## config.mk

```make
export PLATFORM = sky130hd
export DESIGN_NAME = cmd_wait_monitor
export DESIGN_NICKNAME = d
export VERILOG_FILES = /design/src/rtl/cwm_pkg.sv /design/src/rtl/cwm_status_reg.sv /design/src/rtl/cwm_budget_regs.sv /design/src/rtl/cwm_verdict.sv /design/src/rtl/cmd_wait_monitor.sv
export SDC_FILE = /design/constraint.sdc
export NUM_CORES = 1
export LEC_CHECK = 0
export BUFFER_PORTS_ARGS = -buffer_cell sky130_fd_sc_hd__clkbuf_2
export CORE_UTILIZATION = 41
export DETAILED_ROUTE_END_ITERATION = 6
export PLACE_DENSITY_LB_ADDON = 0.05
export SYNTH_ARGS = -nofsm -noshare
export SYNTH_HDL_FRONTEND = slang
export SYNTH_SLANG_ARGS = --single-unit
```

## constraint.sdc

```tcl
create_clock -name clk_i -period 2.7 [get_ports clk_i]
set_input_delay 0.54 -clock clk_i [delete_from_list [all_inputs] [get_ports clk_i]]
set_output_delay 0.54 -clock clk_i [all_outputs]
set_load 0.1 [all_outputs]
```

## src/rtl/cwm_pkg.sv

```systemverilog
package cwm_pkg;
  typedef enum logic [1:0] {
    M_CMD  = 2'd0,
    M_STEP = 2'd1,
    M_RUN  = 2'd2
  } wait_mode_e;

  typedef enum logic [3:0] {
    V_OK         = 4'd0,
    V_DATA_OK    = 4'd1,
    V_DATA_BAD   = 4'd2,
    V_CERR_UNEXP = 4'd3,
    V_CERR_SEEN  = 4'd4,
    V_CERR_MISS  = 4'd5,
    V_MERR_UNEXP = 4'd6,
    V_MERR_SEEN  = 4'd7,
    V_MERR_MISS  = 4'd8,
    V_TIMEOUT    = 4'd9
  } verdict_e;

  typedef struct packed {
    logic ack;
    logic busy;
    logic run;
    logic step;
    logic cerr;
    logic merr;
  } stat_t;
endpackage

```

## src/rtl/cwm_status_reg.sv

```systemverilog
module cwm_status_reg import cwm_pkg::*; #(
  parameter int DW = 16
) (
  input  logic          clk_i,
  input  logic          rst_ni,
  input  stat_t         stat_i,
  input  logic [DW-1:0] rdata_i,
  output stat_t         stat_o,
  output logic [DW-1:0] rdata_o
);
  // idle status after reset: busy/run/step high so no rule completes spuriously
  always_ff @(posedge clk_i or negedge rst_ni) begin
    if (!rst_ni) begin
      stat_o  <= '{ack: 1'b0, busy: 1'b1, run: 1'b1, step: 1'b1, cerr: 1'b0, merr: 1'b0};
      rdata_o <= '0;
    end else begin
      stat_o  <= stat_i;
      rdata_o <= rdata_i;
    end
  end
endmodule

```

## src/rtl/cwm_budget_regs.sv

```systemverilog
module cwm_budget_regs #(
  parameter int TW      = 16,
  parameter int TO_CMD  = 50,
  parameter int TO_STEP = 100,
  parameter int TO_RUN  = 5000
) (
  input  logic          clk_i,
  input  logic          rst_ni,
  input  logic          we_i,
  input  logic [1:0]    sel_i,
  input  logic [TW-1:0] val_i,
  input  logic [1:0]    rd_sel_i,
  output logic [TW-1:0] budget_o
);
  localparam int NMODE = 3;
  localparam logic [TW-1:0] DEF [NMODE] = '{TW'(TO_CMD), TW'(TO_STEP), TW'(TO_RUN)};

  logic [TW-1:0] regs_q [NMODE];

  for (genvar g = 0; g < NMODE; g++) begin : g_reg
    always_ff @(posedge clk_i or negedge rst_ni) begin
      if (!rst_ni)                         regs_q[g] <= DEF[g];
      else if (we_i && sel_i == 2'(g))     regs_q[g] <= val_i;
    end
  end

  always_comb begin
    budget_o = regs_q[0];
    for (int i = 1; i < NMODE; i++)
      if (rd_sel_i == 2'(i)) budget_o = regs_q[i];
  end

  assert_cfg_write_R10: assert property (@(posedge clk_i) disable iff (!rst_ni)
    (we_i && sel_i != 2'd3) |=> (regs_q[$past(sel_i)] == $past(val_i)));
endmodule

```

## src/rtl/cwm_verdict.sv

```systemverilog
module cwm_verdict import cwm_pkg::*; #(
  parameter int DW = 16
) (
  input  logic          cerr_i,
  input  logic          merr_i,
  input  logic          exp_cerr_i,
  input  logic          exp_merr_i,
  input  logic          chk_i,
  input  logic [DW-1:0] rdata_i,
  input  logic [DW-1:0] exp_i,
  input  logic [DW-1:0] mask_i,
  output verdict_e      verdict_o
);
  logic data_match;
  assign data_match = ((rdata_i ^ exp_i) & ~mask_i) == '0;

  // fixed precedence: command error, memory error, data
  always_comb begin
    if (cerr_i || exp_cerr_i)
      verdict_o = !cerr_i ? V_CERR_MISS : (exp_cerr_i ? V_CERR_SEEN : V_CERR_UNEXP);
    else if (merr_i || exp_merr_i)
      verdict_o = !merr_i ? V_MERR_MISS : (exp_merr_i ? V_MERR_SEEN : V_MERR_UNEXP);
    else if (chk_i)
      verdict_o = data_match ? V_DATA_OK : V_DATA_BAD;
    else
      verdict_o = V_OK;
  end
endmodule

```

## src/rtl/cmd_wait_monitor.sv

```systemverilog
module cmd_wait_monitor import cwm_pkg::*; #(
  parameter int DW      = 16,
  parameter int TW      = 16,
  parameter int TO_CMD  = 50,
  parameter int TO_STEP = 100,
  parameter int TO_RUN  = 5000
) (
  input  logic          clk_i,
  input  logic          rst_ni,
  input  logic          start_i,
  input  logic [1:0]    mode_i,
  input  logic          chk_i,
  input  logic [DW-1:0] exp_data_i,
  input  logic [DW-1:0] mask_i,
  input  logic          exp_cerr_i,
  input  logic          exp_merr_i,
  input  logic          cfg_we_i,
  input  logic [1:0]    cfg_sel_i,
  input  logic [TW-1:0] cfg_val_i,
  input  logic          ack_i,
  input  logic          busy_i,
  input  logic          run_i,
  input  logic          step_i,
  input  logic          cmd_err_i,
  input  logic          mem_err_i,
  input  logic [DW-1:0] rdata_i,
  output logic          busy_o,
  output logic          done_o,
  output logic          timeout_o,
  output logic          rst_req_o,
  output logic [3:0]    verdict_o,
  output logic [TW:0]   cycles_o
);
  localparam int CW = TW + 1;

  stat_t         stat_d, stat_q;
  logic [DW-1:0] rdata_q;
  logic [TW-1:0] budget_sel;
  verdict_e      verdict_d;

  logic          busy_q, done_q, to_q;
  logic [CW-1:0] cnt_q, cycles_q;
  logic [TW-1:0] budget_q;
  wait_mode_e    mode_q;
  logic          chk_q, ecerr_q, emerr_q;
  logic [DW-1:0] exp_q, mask_q;
  verdict_e      verdict_q;
  logic          accept, cond;

  assign stat_d = '{ack: ack_i, busy: busy_i, run: run_i, step: step_i,
                    cerr: cmd_err_i, merr: mem_err_i};

  cwm_status_reg #(.DW(DW)) u_stat (
    .clk_i, .rst_ni, .stat_i(stat_d), .rdata_i,
    .stat_o(stat_q), .rdata_o(rdata_q)
  );

  cwm_budget_regs #(.TW(TW), .TO_CMD(TO_CMD), .TO_STEP(TO_STEP), .TO_RUN(TO_RUN)) u_budget (
    .clk_i, .rst_ni, .we_i(cfg_we_i), .sel_i(cfg_sel_i), .val_i(cfg_val_i),
    .rd_sel_i(mode_i), .budget_o(budget_sel)
  );

  cwm_verdict #(.DW(DW)) u_verdict (
    .cerr_i(stat_q.cerr), .merr_i(stat_q.merr),
    .exp_cerr_i(ecerr_q), .exp_merr_i(emerr_q), .chk_i(chk_q),
    .rdata_i(rdata_q), .exp_i(exp_q), .mask_i(mask_q),
    .verdict_o(verdict_d)
  );

  assign accept = start_i && !busy_q && mode_i != 2'd3;

  always_comb begin
    unique case (mode_q)
      M_CMD:   cond = stat_q.ack;
      M_STEP:  cond = !stat_q.busy && !stat_q.step;
      M_RUN:   cond = !stat_q.busy && !stat_q.run;
      default: cond = 1'b0;
    endcase
  end

  always_ff @(posedge clk_i or negedge rst_ni) begin
    if (!rst_ni) begin
      busy_q    <= 1'b0;
      done_q    <= 1'b0;
      to_q      <= 1'b0;
      cnt_q     <= '0;
      cycles_q  <= '0;
      budget_q  <= '0;
      mode_q    <= M_CMD;
      chk_q     <= 1'b0;
      ecerr_q   <= 1'b0;
      emerr_q   <= 1'b0;
      exp_q     <= '0;
      mask_q    <= '0;
      verdict_q <= V_OK;
    end else begin
      done_q <= 1'b0;
      to_q   <= 1'b0;
      if (accept) begin
        busy_q   <= 1'b1;
        cnt_q    <= CW'(1);
        budget_q <= budget_sel;
        mode_q   <= wait_mode_e'(mode_i);
        chk_q    <= chk_i;
        ecerr_q  <= exp_cerr_i;
        emerr_q  <= exp_merr_i;
        exp_q    <= exp_data_i;
        mask_q   <= mask_i;
      end else if (busy_q) begin
        if (cond) begin
          busy_q    <= 1'b0;
          done_q    <= 1'b1;
          cycles_q  <= cnt_q;
          verdict_q <= verdict_d;
        end else if (cnt_q > {1'b0, budget_q}) begin
          busy_q    <= 1'b0;
          to_q      <= 1'b1;
          cycles_q  <= cnt_q;
          verdict_q <= V_TIMEOUT;
        end else begin
          cnt_q <= cnt_q + 1'b1;
        end
      end
    end
  end

  assign busy_o    = busy_q;
  assign done_o    = done_q;
  assign timeout_o = to_q;
  assign rst_req_o = to_q;
  assign verdict_o = verdict_q;
  assign cycles_o  = cycles_q;

  assert_exclusive_R6: assert property (@(posedge clk_i) disable iff (!rst_ni)
    !(done_q && to_q));
  assert_timeout_count_R6: assert property (@(posedge clk_i) disable iff (!rst_ni)
    to_q |-> (cycles_q == {1'b0, budget_q} + 1'b1) && (verdict_q == V_TIMEOUT));
  assert_count_bound_R2: assert property (@(posedge clk_i) disable iff (!rst_ni)
    busy_q |-> (cnt_q <= {1'b0, budget_q} + 1'b1));
  assert_first_count_R2: assert property (@(posedge clk_i) disable iff (!rst_ni)
    $rose(busy_q) |-> (cnt_q == CW'(1)));
  assert_result_after_wait_R2: assert property (@(posedge clk_i) disable iff (!rst_ni)
    (done_q || to_q) |-> ($past(busy_q) && !busy_q));
  assert_start_ignored_R11: assert property (@(posedge clk_i) disable iff (!rst_ni)
    (busy_q && start_i) |=> (mode_q == $past(mode_q)) && !$rose(busy_q));
endmodule

```

==> flow_summary.ini, run 1 <==
[status]
status = finished clean

[die]
row_count = 47
io_pins = 106
fp.dieH_um = 134
coreArea_mm2 = 0.0168
die-area_mm2 = 0.0180
die_width_um = 134
initial_core_util = 0.426

[drt]
vias_per_cell = 5.05
drc = 0
wl_per_cell_um = 15.9
vias = 4998
routed_wl_mm = 15.7
drt_first_pass_iters = 5
drtIter0Drc = 269
ant_nets = 0

[yosys]
synth.distinct_cells = 53
syn_area_mm2 = 0.00716
yosysSeqAreaShare = 0.575
synth_top_area_share = 0.524
synthArstFlopShare = 1.00
synth_enable_flop_cells = 0
yosys_warnings = 0
synthTopCellsByArea = dfrtp_1 52%, mux2_2 7.9%, nand2_1 7.2%
avgSynthCellArea_um2 = 11.3
syn-instance-count = 636
synth_seq_cells = 164
yosys.area.top_type = dfrtp_1
synth_nets = 737
synth_top_flop_cell = dfrtp_1

[global_routing]
global_route.overflow_total = 0
grt_max_degree = 63
first_global_vias = 5121
grt_pass1_wl_mm = 26.5
track_usage = 0.190
antenna_found_initial = 0

[clocking]
cts_tree = done
post_cts_buffers = 0
cts-resized-gates = 0
clk_pin_slew_ns = 0.06
clock_latency_ns = 0.43
hold_buffers = 0
cts_buffers = 17
cts_sinks = 164
clk_path_buf_depth = 2
h-tree-depth = 4
cts_root_buf = clkbuf_16

[sta]
period_minus_slack_ns = 2.49
clock_skew_ns = 0.00868
rsz0062_at_grt = false
setup_tns_ns = 0
hold_viol = 0
max_freq_ghz = 0.402
maxSlewHeadroom = 0.556
finalSetupViolCount = 0
slew_violations = 0
min_period_over_period = 0.921
worst_pin_slew_ns = 0.667

[setup_path]
crit-reg2reg-capture = cycles_o[11]$_DFFE_PN0P_
r2r.worst_path.cells = 8
timing.rr.start = cnt_q[15]$_DFFE_PN0P_
cp.required_ns = 3.00
end_kind = flip-flop
worstSetupStartpointType = flip-flop
reg2reg_slack_ns = 0.21
crit_type = reg -> reg
worstPathArrival_ns = 2.79
cp_max_fo = 21

[cells_and_area]
final_common_cell = dfrtp_1
final_cell_mix = 150 x dfrtp_1, 137 x nand2_1, 104 x clkbuf_2, 50 x mux2_2, 30 x inv_1
diodes = 0
multi_input_area_mm2 = 0.00281
seqCellArea_mm2 = 0.00412
syn_to_final_growth_pct = 21.9
drive_above_1_share = 0.318
utilization = 0.519
final_area_mm2 = 0.00873
fin_nets = 858
fillers = 1571

[pwr]
irDropWorstVdd_mv = 0.856
powerDensity_mw_per_mm2 = 1010
finalPower_mw = 8.83
p_leak_nw = 4.24

[place]
dp_hpwl_mm = 11.0
gp_congestion = 0.789
io_buffers = 105
place_area_mm2 = 0.00807

[job]
drv_cap = 0

[hold_path]
hp-class = in -> async
-- synthesized netlist by cell type, drive strengths merged (4+ instances only) --
master,instances
o21ai,27
clkbuf,19
ha,20
xnor2,16
dfrtp,150
o22ai,24
a21oi,15
and3,5
inv,30
nor2,22
mux2,65
a31oi,7
nand3,4
nand2,138
buf,8
a211oi,4
o31ai,23
dfstp,14
-- logic make-up (layout without fill, tap and decap cells) --
kind of cell,Yosys count,count (layout),share of synthesized area
buffers and inverters,57,191,0.0335
AOI/OAI and AO/OA,118,118,0.108
and+or+nand+nor,193,193,0.117
muxes,68,68,0.112
adders and majority gates,20,20,0.0349
xor gates and xnor gates,16,16,0.0196
DFF,164,164,0.575
-- layer usage --
layer	share of wire	vias to the layer above	global-route usage
met5	0	-	0
li1	-	2448	-
met2	0.47	91	0.289
met3	0.033	12	0.0465
met4	0.0078	0	0.0543
met1	0.49	2447	0.271
-- where the power goes --
part,internal [mW],switching [mW]
registers,3.13,0.387
clock network,1.68,1.02
logic,0.961,1.66
total,5.77,3.06
-- worst max-delay path by stage --
| stage | to | slack (ns) | startpoint | cells after the start |
|---|---|---|---|---|
| final | cycles_o[11]$_DFFE_PN0P_ | 0.21 | cnt_q[15]$_DFFE_PN0P_ | 8 |
| after global placement | cycles_o[0]$_DFFE_PN0P_ | 0.25 | cnt_q[14]$_DFFE_PN0P_ | 8 |
| after floorplan | cycles_o[10]$_DFFE_PN0P_ | 0.17 | busy_o$_DFF_PN0_ | 7 |
| after global routing | cycles_o[13]$_DFFE_PN0P_ | 0.02 | cnt_q[15]$_DFFE_PN0P_ | 8 |
| after CTS | cycles_o[11]$_DFFE_PN0P_ | 0.18 | cnt_q[15]$_DFFE_PN0P_ | 8 |
| after detailed placement | cycles_o[11]$_DFFE_PN0P_ | 0.22 | cnt_q[15]$_DFFE_PN0P_ | 8 |
-- flip-flops by register name, summed over array words and instances, names as in the netlist, 2 cells and up --
name and count:
u_stat.stat_o 6, u_budget.regs_q 48, exp_q 16, cycles_o 17
verdict_o 4, mask_q 16, budget_q 16, mode_q 2
u_stat.rdata_o 16, cnt_q 17
-- cell type report --
class	count	share of cell area
Inverter	30	0.0129
Clock inverter	14	0.0259
Timing Repair Buffer	129	0.0858
Tap cell	220	0.0315
Multi-Input combinational cell	415	0.322
Clock buffer	18	0.0503
Sequential cell	164	0.472
-- through the flow --
step | setup slack, ns | std cells | hold WS [ns]
after detailed placement | 0.219 | 958 | 0.465
after floorplan | 0.173 | 636 | 0.244
after CTS | 0.184 | 990 | 0.0914
after global routing | 0.0170 | 990 | 0.102
after global placement | 0.254 | 958 | 0.459
final | 0.214 | 990 | 0.0737
-- critical path, cell delays in order, from the launching register on --
cell	delay (ns)
dfrtp_1	0.43
ha_1	0.37
nand4b_4	0.12
nor4_2	0.33
a41oi_1	0.16
o31a_2	0.20
o21ai_2	0.21
buf_12	0.20
mux2_1	0.34
Note: power is estimated with default switching activity, not from simulation.
==> inputs of run 2 (changes only) <==
--- a/config.mk
+++ b/config.mk
@@ -6,9 +6,9 @@
 export NUM_CORES = 1
 export LEC_CHECK = 0
 export BUFFER_PORTS_ARGS = -buffer_cell sky130_fd_sc_hd__clkbuf_2
-export CORE_UTILIZATION = 41
+export CORE_UTILIZATION = 37
 export DETAILED_ROUTE_END_ITERATION = 6
-export PLACE_DENSITY_LB_ADDON = 0.05
+export PLACE_DENSITY = 0.66
 export SYNTH_ARGS = -nofsm -noshare
 export SYNTH_HDL_FRONTEND = slang
 export SYNTH_SLANG_ARGS = --single-unit
==> run 2 against run 1 <==
Sequential cell count is the same; routed wire length shrank 3.4%; critical path depth shrank 1; sequential share of layout area shrank 0.094 points; die area grew 11%; clock skew grew 0.0035 ns; register-to-register slack lost 0.05 ns; non-clock buffer count shrank 2; hold slack gained 0.0022 ns; maximum frequency shrank 1.9%; critical endpoint is now cnt_q[13]$_DFFE_PN0P_; highest routed layer unchanged.
==> flow_summary.ini, run 2 (synthesis results as in run 1) <==
[drt]
vias = 4948
wl_per_cell_um = 14.8
vias_per_cell = 4.80
ant_nets = 0
routed_wl_mm = 15.2
drt_first_pass_iters = 4
drc = 0
drtIter0Drc = 296

[global_routing]
track_usage = 0.165
first_global_vias = 4978
grt_max_degree = 57
antenna_found_initial = 1
global_route.overflow_total = 0
grt_pass1_wl_mm = 25.4

[cells_and_area]
fin_nets = 856
final_cell_mix = 150 x dfrtp_1, 137 x nand2_1, 104 x clkbuf_2, 50 x mux2_2, 30 x inv_1
syn_to_final_growth_pct = 22.2
drive_above_1_share = 0.315
utilization = 0.465
regMostFlops = u_budget.regs_q
largest_reg_flops = 48
final_common_cell = dfrtp_1

[setup_path]
cp.required_ns = 3.00
r2r.worst_path.cells = 7
cp_max_fo = 9
reg2reg_slack_ns = 0.17
end_kind = flip-flop
crit_type = reg -> reg
worstSetupStartpointType = flip-flop
timing.rr.start = cnt_q[14]$_DFFE_PN0P_
crit-reg2reg-capture = cnt_q[13]$_DFFE_PN0P_
worstPathArrival_ns = 2.84

[sta]
period_minus_slack_ns = 2.53
finalSetupViolCount = 0
hold_viol = 0
min_period_over_period = 0.938
slew_violations = 0
clock_skew_ns = 0.0122
max_freq_ghz = 0.395
setup_ws_ns = 0.166
whs_ns = 0.0759
rsz0062_at_grt = false
maxSlewHeadroom = 0.559
setup_tns_ns = 0
worst_pin_slew_ns = 0.657

[pwr]
p_leak_nw = 4.23
clockPowerShare = 0.298
power_switching_mw = 3.01
powerDensity_mw_per_mm2 = 1000
swShare = 0.344
irDropWorstVdd_mv = 0.509
seqPwrFrac = 0.400
p_int_mw = 5.74
p_comb_frac = 0.302

[clocking]
cts-resized-gates = 0
clk_pin_slew_ns = 0.07
hold_buffers = 0
h-tree-depth = 4
cts_root_buf = clkbuf_16
clock_latency_ns = 0.43
cts_tree = done
cts_buffers = 17
cts_sinks = 164
clk_path_buf_depth = 2
post_cts_buffers = 0

[die]
coreArea_mm2 = 0.0188
initial_core_util = 0.380
die-area_mm2 = 0.0199
fp.dieH_um = 141
row_count = 50
die_width_um = 141
io_pins = 106

[place]
io_buffers = 105
dp_hpwl_mm = 10.6
gp_congestion = 0.782
dpl_worst_slack_ns = 0.181

[hold_path]
hp-class = in -> async

[job]
drv_cap = 0

[status]
status = finished clean
## run 2: cell types whose count changed in the layout (fill, tap and decap cells not counted)
cell / before / now
bufinv_16: 5 / 4
diode_2: 0 / 2
clkbuf_8: 1 / 3
clkinvlp_4: 4 / 1
inv_8: 1 / 0
clkinv_2: 0 / 2
clkbuf_1: 0 / 1
buf_4: 21 / 19
## run 2: cell type report
class	instances	area, µm²
clock inverter	11	173
multi-input combinational	415	2810
fill	1748	10100
sequential	164	4120
timing repair buffer	127	734
inverter	30	113
antenna	2	5.00
clock buffer	21	470
tap	260	325
## run 2: worst max path at each step
stage	cells after the start	from	to
2_1_floorplan	7	busy_o$_DFF_PN0_	cycles_o[10]$_DFFE_PN0P_
3_3_place_gp	8	cnt_q[14]$_DFFE_PN0P_	cycles_o[0]$_DFFE_PN0P_
3_5_place_dp	7	cnt_q[14]$_DFFE_PN0P_	cnt_q[13]$_DFFE_PN0P_
4_1_cts	7	cnt_q[14]$_DFFE_PN0P_	cnt_q[13]$_DFFE_PN0P_
5_1_grt	8	cnt_q[14]$_DFFE_PN0P_	cycles_o[0]$_DFFE_PN0P_
6_report	7	cnt_q[14]$_DFFE_PN0P_	cnt_q[13]$_DFFE_PN0P_
## run 2: critical path, cell delays in order, from the launching register on
cell and delay (ns):
dfrtp_1 0.44, ha_1 0.37, a21o_1 0.18, a211oi_2 0.21, o21ai_1 0.09, o31a_2 0.37, or2_0 0.42, o41ai_1 0.34
## run 2: power by group through the flow
stage | sequential [mW] | clock, mW | combinational (mW)
after floorplan | 4.02 | 0 | 1.45
after global placement | 3.52 | 0 | 2.63
after detailed placement | 3.54 | 0 | 2.67
after CTS | 3.50 | 2.66 | 2.68
after global routing | 3.58 | 2.77 | 2.94
final | 3.50 | 2.61 | 2.65
## run 2: stage by stage
stage,instance area [µm²],instances,power [mW]
global route,8750,1028,9.29
floorplan,7160,636,5.47
global placement,8100,996,6.14
CTS,8750,1028,8.85
finish,8750,1030,8.75
detailed placement,8100,996,6.21
## run 2: metal layers
| metal | wire, µm | vias up | track usage |
|---|---|---|---|
| met1 | 7340 | 2397 | 0.221 |
| met4 | 240 | 0 | 0.0755 |
| li1 | - | 2445 | - |
| met5 | 0 | - | 0 |
| met3 | 572 | 15 | 0.0384 |
| met2 | 7050 | 91 | 0.255 |
==> inputs of run 3 (changes only) <==
--- a/config.mk
+++ b/config.mk
@@ -8,7 +8,7 @@
 export BUFFER_PORTS_ARGS = -buffer_cell sky130_fd_sc_hd__clkbuf_2
 export CORE_UTILIZATION = 37
 export DETAILED_ROUTE_END_ITERATION = 6
-export PLACE_DENSITY = 0.66
+export PLACE_DENSITY = 0.65
 export SYNTH_ARGS = -nofsm -noshare
 export SYNTH_HDL_FRONTEND = slang
 export SYNTH_SLANG_ARGS = --single-unit
==> run 3 against run 2 <==
First-iteration DRC count rose by 22%; core utilization fell by 0.21 points; sequential cell count did not move; sequential power barely moved; routed wire length rose by 0.12%; worst setup slack improved by 0.016 ns; global-route usage rose by 0.062 points; maximum frequency rose by 0.65%; largest cell class unchanged.
==> flow_summary.ini, run 3 (synthesis results as in run 1) <==
[die]
coreArea_mm2 = 0.0188
row_count = 50
initial_core_util = 0.380
io_pins = 106
die-area_mm2 = 0.0199
die_width_um = 141
fp.dieH_um = 141

[cells_and_area]
largest_reg_flops = 48
final_common_cell = dfrtp_1
regMostFlops = u_budget.regs_q
instances_no_fill = 1029
final_cell_mix = 150 x dfrtp_1, 137 x nand2_1, 104 x clkbuf_2, 50 x mux2_2, 30 x inv_1
drive_above_1_share = 0.312
fillers = 1723
diodes = 0
syn_to_final_growth_pct = 21.6
fin_nets = 857

[status]
status = finished clean

[sta]
setup_ws_ns = 0.183
maxSlewHeadroom = 0.572
min_period_over_period = 0.932
worst_pin_slew_ns = 0.638
period_minus_slack_ns = 2.52
setup_tns_ns = 0
hold_viol = 0
rsz0062_at_grt = false
whs_ns = 0.0913
max_freq_ghz = 0.397
slew_violations = 0
clock_skew_ns = 0.00511
finalSetupViolCount = 0

[global_routing]
track_usage = 0.166
grt_pass1_wl_mm = 25.6
grt_max_degree = 63
first_global_vias = 4968
antenna_found_initial = 1
global_route.overflow_total = 0

[setup_path]
r2r.worst_path.cells = 7
crit_type = reg -> reg
end_kind = flip-flop
timing.rr.start = cnt_q[14]$_DFFE_PN0P_
cp_max_fo = 9
crit_slowest_cell = dfrtp_1
cp.required_ns = 3.00
slowest_delay_ns = 0.44
worstSetupStartpointType = flip-flop
reg2reg_slack_ns = 0.18
crit-reg2reg-capture = cnt_q[13]$_DFFE_PN0P_
worstPathCellList = ha_1 -> a21o_1 -> a211oi_2 -> o21ai_1 -> o31a_2 -> or2_0 -> o41ai_1
worstPathArrival_ns = 2.82

[clocking]
clk_path_buf_depth = 2
cts_tree = done
hold_buffers = 0
cts_buffers = 17
cts_sinks = 164
h-tree-depth = 4
cts_root_buf = clkbuf_16
clock_latency_ns = 0.42
clk_pin_slew_ns = 0.06
cts-resized-gates = 0
post_cts_buffers = 0

[place]
gp_congestion = 0.798
io_buffers = 105
dp.cells = 997
dpl_worst_slack_ns = 0.207
dp_hpwl_mm = 10.9

[drt]
routed_wl_mm = 15.2
drc = 0
drtIter0Drc = 360
wl_per_cell_um = 14.8
vias = 5006
ant_nets = 0
drt_first_pass_iters = 4
vias_per_cell = 4.86

[pwr]
powerDensity_mw_per_mm2 = 986
irDropWorstVdd_mv = 0.472
finalPower_mw = 8.59
p_leak_nw = 4.20

[job]
drv_cap = 0

[hold_path]
hp-class = in -> async
## run 3: changes by cell type in the layout (fill, tap and decap cells not counted), sizes merged
cell	delta
clkinv	-4
clkinvlp	+2
buf	+1
bufinv	-1
clkbuf	+1
inv	+2
diode	-2
## run 3: cell type report
cell class | instances | area, µm² | area share
sequential | 164 | 4120 | 0.473
multi-input combinational | 415 | 2810 | 0.323
timing repair buffer | 128 | 742 | 0.0852
clock buffer | 22 | 454 | 0.0521
tap | 260 | 325 | 0.0373
clock inverter | 10 | 148 | 0.0169
inverter | 30 | 113 | 0.0129
## run 3: metrics by stage
step           cell area, µm²   util
3_5_place_dp             8110  0.431
5_1_grt                  8710  0.463
2_1_floorplan            7160      -
4_1_cts                  8710  0.463
3_3_place_gp             8110  0.431
6_report                 8710  0.463
## run 3: how the worst max path moves through the flow
| stage | start | cells past startpoint | end | slack (ns) |
|---|---|---|---|---|
| CTS | cnt_q[14]$_DFFE_PN0P_ | 7 | cnt_q[13]$_DFFE_PN0P_ | 0.20 |
| global route | mode_q[0]$_DFFE_PN0P_ | 7 | cnt_q[13]$_DFFE_PN0P_ | 0.02 |
| detailed placement | cnt_q[14]$_DFFE_PN0P_ | 8 | cycles_o[0]$_DFFE_PN0P_ | 0.21 |
| global placement | cnt_q[14]$_DFFE_PN0P_ | 8 | cycles_o[0]$_DFFE_PN0P_ | 0.23 |
| finish | cnt_q[14]$_DFFE_PN0P_ | 7 | cnt_q[13]$_DFFE_PN0P_ | 0.18 |
| floorplan | busy_o$_DFF_PN0_ | 7 | cycles_o[10]$_DFFE_PN0P_ | 0.17 |
## run 3: worst max-delay path, delay by kind of cell, from the launching register on
kind / cells / cell delay (ns)
fa+ha+maj: 1 / 0.37
flops: 1 / 0.44
compound gates: 5 / 1.18
simple gates: 1 / 0.41
## run 3: power by group
group	switching, mW	internal, mW
registers	0.364	3.13
clock network	0.974	1.49
logic	1.66	0.972
total	3.00	5.59
## run 3: layer usage
metal	part of all wire	routed length, µm	vias up	GRT usage
met5	0.00085	13	-	0
met4	0.012	175	2	0.0549
met3	0.038	571	16	0.0374
met2	0.47	7150	90	0.266
met1	0.48	7300	2458	0.223
li1	-	-	2440	-
